### config.mk
export PLATFORM = sky130hd
export DESIGN_NAME = stepper_phase_seq
export DESIGN_NICKNAME = d
export VERILOG_FILES = /design/src/rtl/sps_pkg.sv /design/src/rtl/sps_tick_gen.sv /design/src/rtl/sps_interval.sv /design/src/rtl/sps_park.sv /design/src/rtl/stepper_phase_seq.sv
export SDC_FILE = /design/constraint.sdc
export NUM_CORES = 1
export LEC_CHECK = 0
export CORE_MARGIN = 4
export CORE_UTILIZATION = 44
export DETAILED_ROUTE_END_ITERATION = 10
export HOLD_SLACK_MARGIN = 0.1
export PLACE_DENSITY = 0.66
export SETUP_SLACK_MARGIN = 0.3
export SLEW_MARGIN = 15
export SYNTH_ARGS = -nofsm -noshare
export SYNTH_HDL_FRONTEND = slang
export SYNTH_SLANG_ARGS = --single-unit
### constraint.sdc
create_clock -name clk -period 13 [get_ports clk]
set_clock_uncertainty 0.2 [all_clocks]
set_input_delay 1.3 -clock clk [delete_from_list [all_inputs] [get_ports clk]]
set_output_delay 1.3 -clock clk [all_outputs]
set_load 0.01 [all_outputs]
### src/rtl/sps_pkg.sv
package sps_pkg;

  typedef enum logic [1:0] {
    ST_IDLE = 2'd0,
    ST_RUN  = 2'd1,
    ST_LOOP = 2'd2
  } seq_state_e;

  typedef enum logic [1:0] {
    PARK_LAST    = 2'd0,
    PARK_ALL_ON  = 2'd1,
    PARK_ALL_OFF = 2'd2,
    PARK_FLOAT   = 2'd3
  } park_e;

  // Positions 0..7 on the half-step grid: even = one coil, odd = coil pair.
  function automatic logic [2:0] next_pos(logic [2:0] p, logic ccw, logic [1:0] m);
    case (m)
      2'd0:    return ccw ? ((p - 3'd1) & 3'd6) : ((p + 3'd2) & 3'd6);
      2'd1:    return ccw ? ((p - 3'd2) | 3'd1) : ((p + 3'd1) | 3'd1);
      default: return ccw ? (p - 3'd1) : (p + 3'd1);
    endcase
  endfunction

  function automatic logic [2:0] ref_pos(logic ccw, logic [1:0] m);
    if (m == 2'd1) return ccw ? 3'd5 : 3'd1;
    return ccw ? 3'd6 : 3'd0;
  endfunction

  function automatic logic [3:0] coil_pattern(logic [2:0] p);
    logic [3:0] one;
    one = 4'b0001 << p[2:1];
    if (p[0]) return one | {one[2:0], one[3]};
    return one;
  endfunction

endpackage

### src/rtl/sps_tick_gen.sv
module sps_tick_gen #(
  parameter int DIV = 4
) (
  input  logic clk,
  input  logic rst_n,
  output logic tick
);
  localparam int W    = (DIV > 1) ? $clog2(DIV) : 1;
  localparam int LAST = (DIV > 1) ? DIV - 1 : 0;

  logic [W-1:0] cnt;

  assign tick = (cnt == W'(LAST));

  always_ff @(posedge clk or negedge rst_n) begin
    if (!rst_n)    cnt <= '0;
    else if (tick) cnt <= '0;
    else           cnt <= cnt + 1'b1;
  end
endmodule

### src/rtl/sps_interval.sv
module sps_interval #(
  parameter int W = 16
) (
  input  logic         clk,
  input  logic         rst_n,
  input  logic         clr,
  input  logic         en,
  input  logic         tick,
  input  logic [W-1:0] limit,
  output logic         done
);
  logic [W-1:0] cnt;
  logic [W-1:0] lim_m1;

  assign lim_m1 = (limit == '0) ? '0 : limit - 1'b1;
  assign done   = en && tick && (cnt == lim_m1);

  always_ff @(posedge clk or negedge rst_n) begin
    if (!rst_n)          cnt <= '0;
    else if (clr)        cnt <= '0;
    else if (en && tick) cnt <= done ? '0 : cnt + 1'b1;
  end
endmodule

### src/rtl/sps_park.sv
module sps_park
  import sps_pkg::*;
#(
  parameter int TW = 16
) (
  input  logic          clk,
  input  logic          rst_n,
  input  logic          busy,
  input  logic          ran_once,
  input  logic          tick,
  input  logic [1:0]    hold_sel,
  input  logic [TW-1:0] timeout,
  input  logic [3:0]    run_pattern,
  output logic [3:0]    coils,
  output logic          coil_oe
);
  logic [TW-1:0] idle_ticks;
  logic          expired;

  assign expired = (timeout != '0) && (idle_ticks >= timeout);

  always_ff @(posedge clk or negedge rst_n) begin
    if (!rst_n)                           idle_ticks <= '0;
    else if (busy)                        idle_ticks <= '0;
    else if (tick && idle_ticks < timeout) idle_ticks <= idle_ticks + 1'b1;
  end

  always_comb begin
    coils   = 4'b0000;
    coil_oe = 1'b1;
    if (!ran_once)    coils = 4'b0000;
    else if (busy)    coils = run_pattern;
    else if (expired) coils = 4'b0000;
    else begin
      case (park_e'(hold_sel))
        PARK_LAST:    coils = run_pattern;
        PARK_ALL_ON:  coils = 4'b1111;
        PARK_ALL_OFF: coils = 4'b0000;
        default: begin
          coils   = 4'b0000;
          coil_oe = 1'b0;
        end
      endcase
    end
  end


  released_zero_chk: assert property (@(posedge clk) disable iff (!rst_n)
    !coil_oe |-> (coils == 4'b0000));


  expire_idle_chk: assert property (@(posedge clk) disable iff (!rst_n)
    $rose(expired) |-> !busy);
endmodule

### src/rtl/stepper_phase_seq.sv
module stepper_phase_seq
  import sps_pkg::*;
#(
  parameter int TICK_DIV = 4,
  parameter int CNT_W    = 16,
  parameter int PER_W    = 16,
  parameter int TO_W     = 16
) (
  input  logic             clk,
  input  logic             rst_n,
  input  logic             start,
  input  logic             dir_ccw,
  input  logic             auto_reverse,
  input  logic [1:0]       drive_mode,
  input  logic [CNT_W-1:0] step_count,
  input  logic [PER_W-1:0] cw_period,
  input  logic [PER_W-1:0] ccw_period,
  input  logic [PER_W-1:0] loop_delay,
  input  logic [1:0]       hold_sel,
  input  logic [TO_W-1:0]  stop_timeout,
  output logic [3:0]       coils,
  output logic             coil_oe,
  output logic             busy,
  output logic [31:0]      steps_total,
  output logic             stop_pulse
);
  seq_state_e       state;
  logic [2:0]       pos;
  logic [CNT_W-1:0] remaining;
  logic             leg_ccw;
  logic             rev_pending;
  logic             ran_once;

  logic             tick;
  logic             in_run, in_loop;
  logic             accept;
  logic [PER_W-1:0] limit;
  logic             iv_done;
  logic             step_evt, loop_end, last_step;

  assign in_run    = (state == ST_RUN);
  assign in_loop   = (state == ST_LOOP);
  assign busy      = (state != ST_IDLE);
  assign accept    = (state == ST_IDLE) && start && (step_count != '0);
  assign limit     = in_loop ? loop_delay : (leg_ccw ? ccw_period : cw_period);
  assign step_evt  = in_run && iv_done;
  assign loop_end  = in_loop && iv_done;
  assign last_step = step_evt && (remaining == CNT_W'(1));

  sps_tick_gen #(.DIV(TICK_DIV)) u_tick (
    .clk(clk), .rst_n(rst_n), .tick(tick)
  );

  sps_interval #(.W(PER_W)) u_interval (
    .clk(clk), .rst_n(rst_n), .clr(accept), .en(in_run || in_loop),
    .tick(tick), .limit(limit), .done(iv_done)
  );

  sps_park #(.TW(TO_W)) u_park (
    .clk(clk), .rst_n(rst_n), .busy(busy), .ran_once(ran_once), .tick(tick),
    .hold_sel(hold_sel), .timeout(stop_timeout), .run_pattern(coil_pattern(pos)),
    .coils(coils), .coil_oe(coil_oe)
  );

  always_ff @(posedge clk or negedge rst_n) begin
    if (!rst_n) begin
      state       <= ST_IDLE;
      pos         <= 3'd0;
      remaining   <= '0;
      leg_ccw     <= 1'b0;
      rev_pending <= 1'b0;
      ran_once    <= 1'b0;
      steps_total <= '0;
      stop_pulse  <= 1'b0;
    end else begin
      stop_pulse <= 1'b0;
      if (accept) begin
        state       <= ST_RUN;
        leg_ccw     <= dir_ccw;
        remaining   <= step_count;
        rev_pending <= auto_reverse;
        ran_once    <= 1'b1;
        if (!ran_once) pos <= ref_pos(dir_ccw, drive_mode);
      end
      if (step_evt) begin
        pos         <= next_pos(pos, leg_ccw, drive_mode);
        steps_total <= steps_total + 32'd1;
        remaining   <= remaining - 1'b1;
        if (last_step) begin
          if (rev_pending) begin
            rev_pending <= 1'b0;
            if (leg_ccw) state <= ST_LOOP;
            else begin
              leg_ccw   <= 1'b1;
              remaining <= step_count;
            end
          end else begin
            state      <= ST_IDLE;
            stop_pulse <= 1'b1;
          end
        end
      end
      if (loop_end) begin
        state     <= ST_RUN;
        leg_ccw   <= 1'b0;
        remaining <= step_count;
      end
    end
  end


  stop_idle_chk: assert property (@(posedge clk) disable iff (!rst_n)
    stop_pulse |-> !busy);


  busy_fall_pulse_chk: assert property (@(posedge clk) disable iff (!rst_n)
    $fell(busy) |-> stop_pulse);


  total_step_chk: assert property (@(posedge clk) disable iff (!rst_n)
    (steps_total != $past(steps_total)) |-> (steps_total == $past(steps_total) + 32'd1));


  coil_count_chk: assert property (@(posedge clk) disable iff (!rst_n)
    busy |-> ($countones(coils) == 1 || $countones(coils) == 2));


  idle_pos_chk: assert property (@(posedge clk) disable iff (!rst_n)
    (!busy && !$past(busy)) |-> $stable(pos));


  run_hold_chk: assert property (@(posedge clk) disable iff (!rst_n)
    (in_run && !step_evt) |=> $stable(remaining));
endmodule

==> results.json <==
{
  "outcome": "complete, no violations",
  "max_cap_violations": 0,
  "setup_viol_count_final": 0,
  "ys_async_sr_fraction_pct": 100,
  "finalCritPeriodShare_pct": 45.8,
  "hold_class": "flop to flop",
  "swShare_pct": 41.0,
  "fin_nets": 1036,
  "h-tree-depth": 3,
  "numPortBuffers": 127,
  "clk_pin_slew_ns": 0.07,
  "cts_setup_buffers": 0,
  "core_um2": 15800,
  "slew_violations": 0,
  "r2r-start": "state[0]",
  "clk_path_buf_depth": 2,
  "slew_headroom_pct": 27.9,
  "power.switching_mw": 0.499,
  "first_global_vias": 5980,
  "fin_cells": 1136,
  "min_period_ns": 5.96,
  "drive_above_1_share_pct": 5.98,
  "ant_nets": 0,
  "drc": 0,
  "tns_ns": 0,
  "via_count": 6300,
  "worstPathArrival_ns": 4.46,
  "dp_hpwl_um": 14000,
  "seqPwrFrac_pct": 31.6,
  "rrSetupSlack_ns": 7.05,
  "numCtsBuffers": 9,
  "synth-main-ff-cell": "dfrtp_1",
  "via_per_inst": 5.55,
  "synth_cells": 802,
  "cp_slowest_stage_delay_ns": 0.55,
  "cp-end-kind": "output pin",
  "cts_root_buffer": "clkbuf_16",
  "die_w_um": 135,
  "ys_warn_count": 0,
  "top_level_ports": 128,
  "yosysUniqueCellTypes": 73,
  "crit_end": "coils[2]",
  "synth-seq-cells": 91,
  "synth_edf_count": 0,
  "power.share.clock_pct": 22.0,
  "critical_path_class": "input pin to output pin",
  "critPathSlowestCell": "clkdlybuf4s50_1",
  "rsz0062_at_grt": "no",
  "path_cells": "clkdlybuf4s50_1, inv_1, ha_1, nor2b_1, o21a_1, o21a_1, o21a_1, o21a_1, o21a_1, o21ai_0, a31oi_1, o21ai_0, nand2_1, a31oi_1, clkdlybuf4s50_1",
  "startpoint_type": "input pin",
  "cell_internal_pwr_mw": 0.717,
  "avgSynthCellArea_um2": 8.79,
  "max_freq_ghz": 0.168,
  "synthesis.area_um2": 7050,
  "dp_slack_ns": 6.74,
  "ctsHoldBuffers": 0,
  "path_common_cell": "o21a_1",
  "finalWirelength_um": 18500,
  "track_usage_pct": 20.5,
  "critPathRequiredTime_ns": 11.50,
  "area_growth_pct": 24.2,
  "dr.pass1.iters": 5,
  "clk_latency_ns": 0.36,
  "place_inst": 1120,
  "initial_core_util_pct": 44.7,
  "p_per_area_nw_per_um2": 139,
  "antenna_found_initial": 0,
  "die_y_um": 135,
  "ff2ff_path_depth": 15,
  "grt_start_max_net_pins": 60,
  "dieArea_um2": 18100,
  "ir_worst_vdd_v": 0.0000823,
  "ys_seq_area_share_pct": 32.3,
  "overflow": 0,
  "startpoint": "stop_timeout[1]",
  "grt_pass1_wl_um": 30300,
  "worst_slack_ns": 7.04,
  "final_hold_viol_count": 0,
  "crit_fanout": 4,
  "diodes": 0,
  "wire_per_inst_um": 16.3,
  "synth_nets": 923,
  "p_comb_share_pct": 46.4,
  "cts_tree": "yes",
  "cts_resized": 0,
  "total_leakage_power_nw": 3.63,
  "worst_pin_slew_ns": 1.08,
  "drtIter0Drc": 409,
  "final_util_pct": 55.5,
  "r2r-end": "remaining[2]",
  "place_congestion": 0.949,
  "fp-row-count": 46,
  "cts_sinks": 91
}
-- layout make-up --
cell class,instances,area (um2)
sequential,91,2280
clock buffer,9,225
multi-input combinational,637,4450
fill,1508,7010
inverter,46,173
tap,216,270
timing repair buffer,130,1290
clock inverter,7,73.8
-- per-stage QoR --
step	power, mW	hold slack (ns)	area [um2]
after floorplan	0.788	0.203	7050
after global placement	0.943	0.221	8460
after detailed placement	0.949	0.225	8460
after CTS	1.22	0.235	8760
after global routing	1.31	0.267	8760
final	1.22	0.234	8760
-- routing by layer --
layer	track usage [%]	up-vias	routed length, um
li1	-	3132	-
met1	29.1	2990	8970
met2	32.6	155	8440
met3	2.38	23	762
met4	6.73	0	357
met5	0	-	0
-- kinds of logic after synthesis --
| group | share of synthesized area (%) |
|---|---|
| simple gates | 27.0 |
| compound gates | 14.2 |
| flops | 32.3 |
| buf+inv | 4.72 |
| xor+xnor | 8.32 |
| mux | 7.79 |
| fa+ha+maj | 5.68 |
-- layout by cell type, fill, tap and decap left out, types with 5 or more instances in the layout --
| cell type | synthesis | final |
|---|---|---|
| nand3b_1 | 5 | 5 |
| mux2_2 | 6 | 6 |
| or3_1 | 9 | 9 |
| inv_8 | 0 | 5 |
| clkdlybuf4s50_1 | 0 | 126 |
| ha_1 | 32 | 32 |
| mux2i_1 | 30 | 30 |
| xnor2_1 | 59 | 59 |
| nand4_1 | 26 | 26 |
| and3_1 | 28 | 28 |
| nand3_1 | 44 | 44 |
| a21o_1 | 7 | 7 |
| dfrtp_1 | 91 | 91 |
| nor2_1 | 61 | 61 |
| o21a_1 | 10 | 10 |
| clkbuf_16 | 0 | 9 |
| nand2_1 | 68 | 68 |
| nor4_1 | 19 | 19 |
| nor3_1 | 30 | 30 |
| and2_1 | 10 | 10 |
| o21ai_1 | 10 | 10 |
| inv_1 | 45 | 45 |
| a31oi_1 | 9 | 9 |
| nor2b_1 | 6 | 6 |
| nor3b_1 | 8 | 7 |
| o22ai_1 | 11 | 11 |
| o21ai_0 | 21 | 21 |
| xor2_1 | 8 | 8 |
| a21oi_1 | 32 | 32 |
| nand2b_1 | 9 | 9 |
-- cell usage after synthesis, types with 9 or more instances --
library cell / count / share of area, %
o21ai_0: 21 / 1.5
clkbuf_1: 13 / 0.69
xnor2_1: 59 / 7.3
nor4_1: 19 / 1.7
inv_1: 45 / 2.4
a31oi_1: 9 / 0.80
nand3_1: 44 / 3.1
and2_1: 10 / 0.89
and3_1: 28 / 2.5
o22ai_1: 11 / 0.98
nand2b_1: 9 / 0.80
nand4_1: 26 / 2.3
nor2_1: 61 / 3.2
ha_1: 32 / 5.7
nand2_1: 68 / 3.6
mux2i_1: 30 / 4.3
or3_1: 9 / 0.80
a21oi_1: 32 / 2.3
dfrtp_1: 91 / 32
nor3_1: 30 / 2.1
o21a_1: 10 / 1.1
o21ai_1: 10 / 0.71
-- critical path, delay by kind of cell --
family	cells	cell delay [ns]
AO/OA/AOI/OAI	9	1.51
adder cells (fa/ha/maj)	1	0.29
buffers and inverters	3	1.11
AND/OR/NAND/NOR	2	0.25
-- worst min path at each step --
stage                  startpoint             to  depth (start not counted)
floorplan           u_tick.cnt[0]  u_tick.cnt[0]                          1
global placement    u_tick.cnt[0]  u_tick.cnt[0]                          1
detailed placement  u_tick.cnt[0]  u_tick.cnt[0]                          1
CTS                 u_tick.cnt[0]  u_tick.cnt[0]                          1
global route        u_tick.cnt[0]  u_tick.cnt[0]                          1
finish              u_tick.cnt[0]  u_tick.cnt[0]                          1
-- power by group through the flow --
stage / Combinational (mW) / Clock, mW / Sequential [mW]
6_report: 0.565 / 0.267 / 0.384
5_1_grt: 0.627 / 0.286 / 0.392
4_1_cts: 0.564 / 0.276 / 0.383
3_5_place_dp: 0.561 / 0 / 0.388
3_3_place_gp: 0.557 / 0 / 0.386
2_1_floorplan: 0.421 / 0 / 0.367
-- sequential cells by signal, indices dropped and copies added, names as in the netlist, 2 cells and up --
name / flops
u_tick.cnt: 2
u_park.idle_ticks: 16
state: 2
u_interval.cnt: 16
remaining: 16
pos: 3
steps_total: 32
Note: power is estimated with default switching activity, not from simulation.
